<file path="src/rtl/acc_alu_pkg.sv">
package acc_alu_pkg;

  localparam int OP_W   = 4;
  localparam int FLAG_W = 5;

  typedef enum logic [OP_W-1:0] {
    OP_AND = 4'd0,
    OP_XOR = 4'd1,
    OP_OR  = 4'd2,
    OP_CMP = 4'd3,
    OP_RLC = 4'd4,
    OP_RRC = 4'd5,
    OP_RAL = 4'd6,
    OP_RAR = 4'd7,
    OP_CMA = 4'd8,
    OP_CMC = 4'd9,
    OP_STC = 4'd10
  } op_e;

  localparam logic [OP_W-1:0] OP_LAST = 4'd10;

  typedef struct packed {
    logic sgn;
    logic zro;
    logic aux;
    logic par;
    logic cry;
  } flag_t;

endpackage

</file>
<file path="src/rtl/acc_rst_sync.sv">
module acc_rst_sync #(
  parameter int STAGES = 2
) (
  input  logic clk,
  input  logic arst_n,
  output logic srst_n
);

  logic [STAGES-1:0] chain_q;
  logic [STAGES-1:0] chain_d;

  generate
    if (STAGES == 1) begin : g_single
      always_comb chain_d = 1'b1;
    end else begin : g_multi
      always_comb chain_d = {chain_q[STAGES-2:0], 1'b1};
    end
  endgenerate

  always_ff @(posedge clk or negedge arst_n) begin
    if (!arst_n) chain_q <= '0;
    else         chain_q <= chain_d;
  end

  assign srst_n = chain_q[STAGES-1];

endmodule

</file>
<file path="src/rtl/acc_logic_core.sv">
module acc_logic_core
  import acc_alu_pkg::*;
#(
  parameter int W = 8
) (
  input  logic [W-1:0] a,
  input  logic [W-1:0] b,
  input  op_e          op,
  output logic [W-1:0] res,
  output logic [W-1:0] diff,
  output logic         lt,
  output logic         eq,
  output logic         nib_borrow
);

  localparam int NIB_W = (W < 8) ? (W / 2) : 4;

  always_comb begin
    unique case (op)
      OP_AND:  res = a & b;
      OP_XOR:  res = a ^ b;
      OP_OR:   res = a | b;
      default: res = '0;
    endcase
  end

  always_comb begin
    diff       = a - b;
    lt         = (a < b);
    eq         = (a == b);
    nib_borrow = (a[NIB_W-1:0] < b[NIB_W-1:0]);
  end

endmodule

</file>
<file path="src/rtl/acc_rotate_core.sv">
module acc_rotate_core
  import acc_alu_pkg::*;
#(
  parameter int W = 8
) (
  input  logic [W-1:0] a,
  input  logic         cy_in,
  input  op_e          op,
  output logic [W-1:0] res,
  output logic         cy_out
);

  always_comb begin
    res    = a;
    cy_out = cy_in;
    unique case (op)
      OP_RLC: begin
        res    = {a[W-2:0], a[W-1]};
        cy_out = a[W-1];
      end
      OP_RRC: begin
        res    = {a[0], a[W-1:1]};
        cy_out = a[0];
      end
      OP_RAL: begin
        res    = {a[W-2:0], cy_in};
        cy_out = a[W-1];
      end
      OP_RAR: begin
        res    = {cy_in, a[W-1:1]};
        cy_out = a[0];
      end
      default: begin
        res    = a;
        cy_out = cy_in;
      end
    endcase
  end

endmodule

</file>
<file path="src/rtl/acc_logic_unit.sv">
module acc_logic_unit
  import acc_alu_pkg::*;
#(
  parameter int DATA_W    = 8,
  parameter int RST_STAGE = 2
) (
  input  logic              clk,
  input  logic              rst_n,
  input  logic              exec_en,
  input  logic [OP_W-1:0]   op_sel,
  input  logic [DATA_W-1:0] operand,
  output logic [DATA_W-1:0] acc_q,
  output logic [FLAG_W-1:0] flags_q
);

  logic              rst_n_int;
  op_e               op;
  flag_t             fl_q, fl_d;
  logic [DATA_W-1:0] acc_r, acc_d;
  logic [DATA_W-1:0] lg_res, lg_diff, rot_res;
  logic              lg_lt, lg_eq, lg_nib;
  logic              rot_cy;
  logic              op_valid;

  acc_rst_sync #(.STAGES(RST_STAGE)) u_rst (
    .clk    (clk),
    .arst_n (rst_n),
    .srst_n (rst_n_int)
  );

  assign op       = op_e'(op_sel);
  assign op_valid = (op_sel <= OP_LAST);

  acc_logic_core #(.W(DATA_W)) u_logic (
    .a          (acc_r),
    .b          (operand),
    .op         (op),
    .res        (lg_res),
    .diff       (lg_diff),
    .lt         (lg_lt),
    .eq         (lg_eq),
    .nib_borrow (lg_nib)
  );

  acc_rotate_core #(.W(DATA_W)) u_rot (
    .a      (acc_r),
    .cy_in  (fl_q.cry),
    .op     (op),
    .res    (rot_res),
    .cy_out (rot_cy)
  );

  // next-state
  always_comb begin
    acc_d = acc_r;
    fl_d  = fl_q;
    if (op_valid) begin
      case (op)
        OP_AND, OP_XOR, OP_OR: begin
          acc_d    = lg_res;
          fl_d.sgn = lg_res[DATA_W-1];
          fl_d.zro = ~|lg_res;
          fl_d.par = ~^lg_res;
          fl_d.cry = 1'b0;
          fl_d.aux = (op == OP_AND);
        end
        OP_CMP: begin
          fl_d.sgn = lg_diff[DATA_W-1];
          fl_d.zro = lg_eq;
          fl_d.par = ~^lg_diff;
          fl_d.aux = lg_nib;
          fl_d.cry = lg_lt;
        end
        OP_RLC, OP_RRC, OP_RAL, OP_RAR: begin
          acc_d    = rot_res;
          fl_d.cry = rot_cy;
        end
        OP_CMA: acc_d    = ~acc_r;
        OP_CMC: fl_d.cry = ~fl_q.cry;
        OP_STC: fl_d.cry = 1'b1;
        default: ;
      endcase
    end
  end

  // registers
  always_ff @(posedge clk or negedge rst_n_int) begin
    if (!rst_n_int) begin
      acc_r <= '0;
      fl_q  <= '0;
    end else if (exec_en) begin
      acc_r <= acc_d;
      fl_q  <= fl_d;
    end
  end

  assign acc_q   = acc_r;
  assign flags_q = fl_q;

endmodule

</file>
<file path="config.mk">
export PLATFORM = sky130hd
export DESIGN_NAME = acc_logic_unit
export DESIGN_NICKNAME = d
export VERILOG_FILES = /design/src/rtl/acc_alu_pkg.sv /design/src/rtl/acc_rst_sync.sv /design/src/rtl/acc_logic_core.sv /design/src/rtl/acc_rotate_core.sv /design/src/rtl/acc_logic_unit.sv
export SDC_FILE = /design/constraint.sdc
export NUM_CORES = 1
export LEC_CHECK = 0
export ABC_AREA = 1
export ABC_CLOCK_PERIOD_IN_PS = 800
export BUFFER_PORTS_ARGS = -buffer_cell sky130_fd_sc_hd__buf_2
export CORE_ASPECT_RATIO = 1.25
export CORE_MARGIN = 4
export CORE_UTILIZATION = 58
export DETAILED_ROUTE_END_ITERATION = 10
export PLACE_DENSITY_LB_ADDON = 0.05
export SLEW_MARGIN = 20
export SYNTH_ARGS = -nofsm -noshare
export SYNTH_HDL_FRONTEND = slang
export SYNTH_SLANG_ARGS = --single-unit
export TNS_END_PERCENT = 100
</file>
<file path="constraint.sdc">
create_clock -name clk -period 0.8 [get_ports clk]
set_input_delay 0.08 -clock clk [delete_from_list [all_inputs] [get_ports clk]]
set_output_delay 0.08 -clock clk [all_outputs]
set_load 0.02 [all_outputs]
</file>
==> results of run 1 <==
## logic make-up after synthesis
group	after synthesis	share of synthesized area, %
DFF	15	19.69
buffers and inverters	54	11.22
adders and majority gates	30	20.08
xor gates and xnor gates	3	1.378
AOI/OAI and AO/OA	60	19.95
and+or+nand+nor	124	27.49
other	1	0.1967
## synth_stat cells, types with 2 or more instances
library cell / instances
a21oi_1: 19
a22oi_1: 3
a22oi_2: 3
a31oi_1: 3
dfrtp_1: 15
ha_1: 29
inv_1: 41
inv_2: 10
nand2_1: 65
nand2_2: 6
nand3_1: 19
nor2_1: 28
nor2_2: 3
o21ai_0: 13
o221ai_1: 2
o22ai_1: 9
xnor2_1: 3
## stage by stage
step	std cells	util (%)	setup TNS [ps]	setup WS [ps]	area, um2
floorplan	287	-	-8641	-1213	2032
global placement	435	89.03	-9959	-1196	2844
detailed placement	435	89.03	-10790	-1302	2844
==> metrics.md, run 1 <==
| Metric | Value |
|---|---|
| Log Error | `[ERROR DPL-0033] detailed placement checks failed during check placement.` |
| Status | `aborted with a tool error` |
| Clk root buf | `clkbuf_8` |
| Failed at | `4_1_cts` |
| Clock sink count | `15` |
| Effective utilization at floorplan | `59.69%` |
| Synth Net Count | `332` |
| Post-CTS sizing | `71` |
| Post-DP HPWL | `5644 um` |
| Largest cells by area after synthesis | `dfrtp_1 (20%), ha_1 (19%), nand2_1 (13%)` |
| Unique masters post-synth | `33` |
| FP Rows | `23` |
| Mapped Area | `0.001907 mm2` |
| Port buffer count | `27` |
| Setup bufs post-CTS | `8` |
| EDFF count, synth | `0` |
| Register bit total from synthesis | `15` |
| Synth Area per Inst | `6.644 um2` |
| Die height | `72.11 um` |
| Gate Count Post-Synth | `287` |
| Chip width | `59.29 um` |
| RD Place Congestion | `0.8883` |
| Max Root-Sink Buffers | `2` |
| Top_reg_cell synth | `dfrtp_1` |
| Area leader, netlist | `dfrtp_1` |
| Hold buffers post-CTS | `1` |
| Post-synth ARST share | `100.0%` |
| Seq/Total Area, Yosys | `19.69%` |
| Htree depth | `1` |
| YS warnings | `0` |
| Top cell type's share of synthesized area | `19.69%` |
| Inserted Clock Buffers | `3` |
| Ports | `28` |
==> run 2: changes to the inputs <==
--- a/config.mk
+++ b/config.mk
@@ -8,11 +8,10 @@
 export ABC_AREA = 1
 export ABC_CLOCK_PERIOD_IN_PS = 800
 export BUFFER_PORTS_ARGS = -buffer_cell sky130_fd_sc_hd__buf_2
-export CORE_ASPECT_RATIO = 1.25
 export CORE_MARGIN = 4
-export CORE_UTILIZATION = 58
+export CORE_UTILIZATION = 40
 export DETAILED_ROUTE_END_ITERATION = 10
-export PLACE_DENSITY_LB_ADDON = 0.05
+export PLACE_DENSITY_LB_ADDON = 0.15
 export SLEW_MARGIN = 20
 export SYNTH_ARGS = -nofsm -noshare
 export SYNTH_HDL_FRONTEND = slang
==> run 2 against run 1 <==
The flow now finishes, with violations (setup timing); area after synthesis did not move; synthesized cell count did not move.
==> metrics.md, run 2 <==
| Metric | Value |
|---|---|
| Status | `finished, violations left` |
| Failing checks | `setup timing` |
| Die Area | `0.005936 mm2` |
| Unique masters post-synth | `33 (unchanged)` |
| Mapped Area | `0.001907 mm2 (unchanged)` |
| Synth Net Count | `332 (unchanged)` |
| Unrepaired setup endpoints after global routing | `yes` |
| Fin. max-slew vios | `0` |
| Global-route usage over all layers | `22.78%` |
| Fin crit share | `259.6%` |
| Setup ws final | `-1277 ps` |
| R2r setup slk | `-1280 ps` |
| Power density cells | `2144 mW/mm2` |
| Drt first-iter violations | `97` |
| Chip width | `77.05 um (+30%)` |
| Hold crit path type | `input port to async pin` |
| Setup CP Type | `register to register` |
| FP Rows | `24 (+4.3%)` |
| Non-filler cells, final | `470` |
| Layout area overhead | `78.15%` |
| GRT overflow | `0` |
| Crit end category | `register` |
| Post-synth ARST share | `100.0% (unchanged)` |
| Gate Count Post-Synth | `287 (unchanged)` |
| Most common cell after layout, fill and taps aside | `buf_4` |
| Clock sink count | `15 (unchanged)` |
| Residual DRC count | `0` |
| Clk pwr share | `9.2%` |
| Pin count of the biggest net entering global routing | `14` |
| Clock Skew | `5.540 ps` |
| Port buffer count | `27 (unchanged)` |
| CTS tree | `done` |
| Vias per cell | `5.091` |
| Clock-pin slew on the worst setup and hold paths | `80 ps` |
| CP max FO | `3` |
| Seq/Total Area, Yosys | `19.69% (unchanged)` |
| Vias in the first global route | `2,337` |
| Initial antenna violation count | `0` |
| Inserted Clock Buffers | `3 (unchanged)` |
| Max FFs per register | `8` |
| Effective utilization at floorplan | `42.62% (-17 points)` |
| Total number of vias | `2,393` |
| EDFF count, synth | `0 (unchanged)` |
| Clock latency on the worst-skew pair | `260 ps` |
| Delay-heaviest family, CP | `adder cells` |
| NetSw | `0.003327 W` |
| Critical path depth | `18` |
| Final setup viols | `26` |
| DRT antenna net count | `0` |
| RD Place Congestion | `0.8577 (-3.4%)` |
| Total Power | `0.007282 W` |
| Routed WL | `6941 um` |
| Nets@finish | `464` |
| Synth cell count leaders | `nand2_1 (65), inv_1 (41), ha_1 (29)` |
| Maximum clock frequency | `0.4816 GHz` |
| CP max-delay cell | `fa_2` |
| Max-Cap Viols | `0` |
| Max Root-Sink Buffers | `2 (unchanged)` |
| Worst VDD drop | `0.001218 V` |
| DRT Pass-1 Iters | `4` |
| Largest cells by area after synthesis | `dfrtp_1 (20%), ha_1 (19%), nand2_1 (13%)` |
| Seq pwr share | `14.9%` |
| Lkg Pwr | `1.732 nW` |
| First-pass GRT wire length | `11,010 um` |
| Area leader, netlist | `dfrtp_1` |
| Worst path cell trace | `inv_2 > ha_4 > fa_2 > inv_2 > nand2_2 > nand2_1 > nand2_1 > nand2_1 > nand2_1 > nand2_1 > inv_1 > nand2_1 > nand2_1 > inv_1 > nand2_1 > nand3_2 > nand2_1 > nand2_1` |
| Internal | `0.003955 W` |
| Top_reg_cell synth | `dfrtp_1` |
| Count leader, synth | `nand2_1` |
| Sw Share | `45.69%` |
| R2R depth | `18` |
| CP Launch Type | `register` |
| Dpl cells | `456 (+4.8%)` |
| Max incr delay on CP | `560 ps` |
| Htree depth | `1 (unchanged)` |
| CP bufs+invs | `4` |
| Final Critical Period | `2077 ps` |
| Worst R2R Start | `acc_q[0]$_DFFE_PN0P_` |
| Critical Path RT | `950 ps` |
| Critical path's most frequent cell | `nand2_1` |
| Avg WL per Cell | `14.77 um` |
| Register bit total from synthesis | `15 (unchanged)` |
| Final Hold Vio Count | `0` |
| Core Region | `0.004474 mm2` |
| RR Endpoint | `flags_q[1]$_DFFE_PN0P_` |
| Top cell type's share of synthesized area | `19.69% (unchanged)` |
| YS warnings | `0 (unchanged)` |
| Antenna cells | `0` |
| Hold Slack | `138.4 ps` |
| Synth Area per Inst | `6.644 um2 (unchanged)` |
| Clk root buf | `clkbuf_8` |
| Commonest non-fill, non-tap cells in the layout | `buf_4 (88), nand2_1 (56), inv_1 (27)` |
| Die height | `77.05 um (+6.9%)` |
| Comb pwr share | `75.9%` |
| Post-DP HPWL | `5139 um (-9.0%)` |
| Layout cells sized above 1 | `55.50%` |
| CP arrival | `2230 ps` |
| Ports | `28 (unchanged)` |
-- run 2: cell counts after synthesis --
Identical to the previous run, type by type.
-- run 2: layer usage --
layer  track usage, %  vias to the layer above  wire [um]  part of all wire (%)
li1                 -                     1205          -                     -
met1            29.25                     1127       3078                    44
met2            41.46                       51       3550                    51
met3            2.693                       10        204                   2.9
met4            3.559                        0        108                   1.6
met5                0                        -          0                     0
-- run 2: timing repair --
| item | in CTS | in global routing |
|---|---|---|
| pin swaps | 15 | 23 |
| resized for setup | 66 | 33 |
| setup buffers | 5 | 9 |
| endpoints found under the hold margin | 2 | 0 |
| endpoints found under the setup margin | 26 | 26 |
| hold buffers | 1 | 0 |
-- run 2: stage by stage --
step	util (%)	cell area [um2]	worst slack (ps)	setup TNS, ps
6_report	75.92	3397	-1277	-11470
5_1_grt	75.92	3397	-1405	-12690
4_1_cts	72.54	3246	-1236	-11110
3_5_place_dp	65.27	2920	-1245	-10100
3_3_place_gp	65.27	2920	-1219	-9627
2_1_floorplan	-	2032	-1213	-8641
-- run 2: cell type report --
class | instances | area (um2)
multi-input cells | 218 | 1648
fillers | 324 | 1077
repair buffers | 130 | 1054
flip-flops and latches | 15 | 385.4
inverters | 51 | 198.9
well taps | 52 | 65.06
clock buffers | 3 | 41.29
clock inverters | 1 | 5.005
-- run 2: how the worst max path moves through the flow --
| stage | from | to | slack, ps |
|---|---|---|---|
| floorplan | acc_q[0]$_DFFE_PN0P_ | flags_q[1]$_DFFE_PN0P_ | -1210 |
| global placement | acc_q[0]$_DFFE_PN0P_ | flags_q[1]$_DFFE_PN0P_ | -1220 |
| detailed placement | acc_q[0]$_DFFE_PN0P_ | flags_q[1]$_DFFE_PN0P_ | -1250 |
| CTS | acc_q[0]$_DFFE_PN0P_ | flags_q[1]$_DFFE_PN0P_ | -1240 |
| global route | acc_q[0]$_DFFE_PN0P_ | flags_q[1]$_DFFE_PN0P_ | -1410 |
| finish | acc_q[0]$_DFFE_PN0P_ | flags_q[1]$_DFFE_PN0P_ | -1280 |
-- run 2: power by group through the flow --
stage / Clock, W / Sequential [W] / Combinational, W
floorplan: 0 / 0.00135 / 0.00234
global placement: 0 / 0.00105 / 0.00438
detailed placement: 0 / 0.00106 / 0.00446
CTS: 0.000684 / 0.00108 / 0.00509
global route: 0.000714 / 0.00110 / 0.00601
finish: 0.000672 / 0.00108 / 0.00553
-- run 2: logic make-up (layout without fill, tap and decap cells) --
| kind of cell | count (synthesis) | count (layout) | synth area share, % |
|---|---|---|---|
| AND/OR/NAND/NOR | 124 | 124 | 27.49 |
| AO/OA/AOI/OAI | 60 | 60 | 19.95 |
| buffers and inverters | 54 | 185 | 11.22 |
| adder cells (fa/ha/maj) | 30 | 30 | 20.08 |
| flip-flops | 15 | 15 | 19.69 |
| XOR/XNOR | 3 | 3 | 1.378 |
| other | 1 | 1 | 0.1967 |
(Power assumes the default switching activity.)
==> run 3: changes to the inputs <==
--- a/config.mk
+++ b/config.mk
@@ -9,7 +9,7 @@
 export ABC_CLOCK_PERIOD_IN_PS = 800
 export BUFFER_PORTS_ARGS = -buffer_cell sky130_fd_sc_hd__buf_2
 export CORE_MARGIN = 4
-export CORE_UTILIZATION = 40
+export CORE_UTILIZATION = 35
 export DETAILED_ROUTE_END_ITERATION = 10
 export PLACE_DENSITY_LB_ADDON = 0.15
 export SLEW_MARGIN = 20
==> run 3 against run 2 <==
The flow still finishes with violations (setup timing); sequential power barely moved; critical path depth did not move; flip-flop and latch count did not move; maximum frequency fell by 1.6%; worst setup slack got worse by 34 ps; non-clock buffer count rose by 5; clock power fell by 3.3%; critical path type unchanged; highest routed layer unchanged.
==> metrics.md, run 3 (same netlist as run 2, synthesis figures left out) <==
| Metric | Value |
|---|---|
| Final Critical Period | `2111 ps (+34.46 ps)` |
| Power density cells | `2181 mW/mm2 (+1.7%)` |
| Global-route usage over all layers | `20.81% (-2.0 points)` |
| Die Area | `0.006693 mm2 (+13%)` |
| Pre-CTS setup slack | `-1317 ps (-71.44 ps)` |
| Nets@finish | `469 (+1.1%)` |
| Hold crit path type | `input port to async pin` |
| GRT overflow | `0 (unchanged)` |
| Clk root buf | `clkbuf_8` |
| DRT antenna net count | `0 (unchanged)` |
| Clock Skew | `4.364 ps (-1.176 ps)` |
| FF/Latch Area | `385.4 um2 (unchanged)` |
| Unrepaired setup endpoints after global routing | `yes` |
| Core Region | `0.005205 mm2 (+16%)` |
| Fin. max-slew vios | `0 (unchanged)` |
| Clock-pin slew on the worst setup and hold paths | `70 ps (about the same)` |
| Crit path from | `acc_q[0]$_DFFE_PN0P_` |
| RD Place Congestion | `0.8358 (-2.6%)` |
| FP Rows | `26 (+8.3%)` |
| Dpl cells | `473 (+3.7%)` |
| Avg WL per Cell | `13.54 um (-8.3%)` |
| Total Power | `0.007722 W (+6.0%)` |
| Worst R2R Start | `acc_q[0]$_DFFE_PN0P_` |
| DRT Pass-1 Iters | `4 (unchanged)` |
| Non-filler cells, final | `493 (+4.9%)` |
| Residual DRC count | `0 (unchanged)` |
| Clock sink count | `15 (unchanged)` |
| Total number of vias | `2,395 (+0.084%)` |
| Final Hold Vio Count | `0 (unchanged)` |
| Failing checks | `setup timing` |
| Inserted Clock Buffers | `3 (unchanged)` |
| Layout area overhead | `85.70%` |
| Clock latency on the worst-skew pair | `250 ps (about the same)` |
| Max-Cap Viols | `0 (unchanged)` |
| Chip width | `81.81 um (+6.2%)` |
| Post-DP HPWL | `5085 um (-1.0%)` |
| First-pass GRT wire length | `10,780 um (-2.0%)` |
| Ports | `28 (unchanged)` |
| Lkg Pwr | `1.765 nW (+1.9%)` |
| Crit end category | `register` |
| Setup CP Type | `register to register` |
| Critical Path RT | `940 ps (about the same)` |
| Most common cell after layout, fill and taps aside | `buf_4` |
| Area of the multi-input gates | `0.001702 mm2 (+3.3%)` |
| Commonest non-fill, non-tap cells in the layout | `buf_4 (91), nand2_1 (49), buf_6 (27)` |
| Effective utilization at floorplan | `36.63% (-6.0 points)` |
| Fillers | `437 (+35%)` |
| Routed WL | `6673 um (-3.9%)` |
| Vias in the first global route | `2,325 (-0.51%)` |
| Fin crit share | `263.9% (+4.3 points)` |
| CP max FO | `3 (unchanged)` |
| Htree depth | `1 (unchanged)` |
| CTS tree | `done` |
| Final setup viols | `26 (unchanged)` |
| Setup tns final | `-11,650 ps (-178.2 ps)` |
| Worst VDD drop | `0.001223 V (+0.38%)` |
| Port buffer count | `27 (unchanged)` |
| Pin count of the biggest net entering global routing | `14 (unchanged)` |
| Antenna cells | `0 (unchanged)` |
| Maximum clock frequency | `0.4737 GHz (-1.6%)` |
| Max Root-Sink Buffers | `2 (unchanged)` |
| Setup ws final | `-1311 ps (-34.46 ps)` |
| Die height | `81.81 um (+6.2%)` |
| Layout cells sized above 1 | `58.87% (+3.4 points)` |
| Status | `finished, violations left` |
| Max FFs per register | `8 (unchanged)` |
| Drt first-iter violations | `81 (-16%)` |
| Initial antenna violation count | `0 (unchanged)` |
| Hold Slack | `132.0 ps (-6.433 ps)` |
| CP arrival | `2260 ps (+30 ps)` |
| CP Launch Type | `register` |
| Vias per cell | `4.858 (-4.6%)` |
## run 3: timing repair
action	in CTS	in global routing
hold endpoints to repair	2	0
buffers inserted	10	7
gates resized for setup	76	41
setup endpoints to repair	26	26
gates cloned	0	0
pin swaps	12	28
hold buffers	1	0
## run 3: per-layer routing
layer | wire (um) | share of wire (%) | up-vias | track usage, %
met1 | 3032 | 45 | 1117 | 27.98
met5 | 0 | 0 | - | 0
li1 | - | - | 1226 | -
met3 | 206 | 3.1 | 8 | 2.412
met4 | 68 | 1.0 | 0 | 3.821
met2 | 3366 | 50 | 44 | 35.95
## run 3: path summary, 6_finish.rpt
check / endpoint / slack (ps) / cells after the start
worst min register to register: flags_q[0]$_DFFE_PN0P_ / 180 / 1
worst max register to register: flags_q[1]$_DFFE_PN0P_ / -1310 / 18
min in group clk: flags_q[0]$_DFFE_PN0P_ / 310 / 4
worst min-delay path: u_rst.chain_q[0]$_DFF_PN0_ / 130 / 2
max in group asynchronous: acc_q[6]$_DFFE_PN0P_ / 430 / 1
worst max-delay path: flags_q[1]$_DFFE_PN0P_ / -1310 / 18
## run 3: power breakdown
part	leakage [nW]	internal (W)	switching [W]
sequential	0.170	0.000948	0.000146
clock	0.0228	0.000353	0.000296
combinational	1.57	0.00293	0.00305
total	1.77	0.00423	0.00349
## run 3: worst max-delay path: stages (launching register included)
cell and delay (ps):
dfrtp_2 380, inv_4 50, ha_4 150, fa_2 540, inv_2 40, nand2_2 50, nand2_1 50, nand2_1 80
nand2_1 50, nand2_1 80, nand2_2 80, inv_2 60, nand2_2 40, nand2_2 90, inv_2 40, nand2_2 60
nand3_2 50, nand2_1 60, nand2_1 50
## run 3: final cells by class
type,instances,area share [%]
tap,70,2.473
inverter,51,6.042
clock buffer,4,1.272
multi-input combinational,218,48.06
sequential,15,10.88
timing repair buffer,135,31.27
## run 3: through the flow
step	area [um2]	utilization, %
floorplan	2032	-
global placement	2948	56.63
detailed placement	2948	56.63
CTS	3356	64.47
global route	3541	68.03
finish	3541	68.03
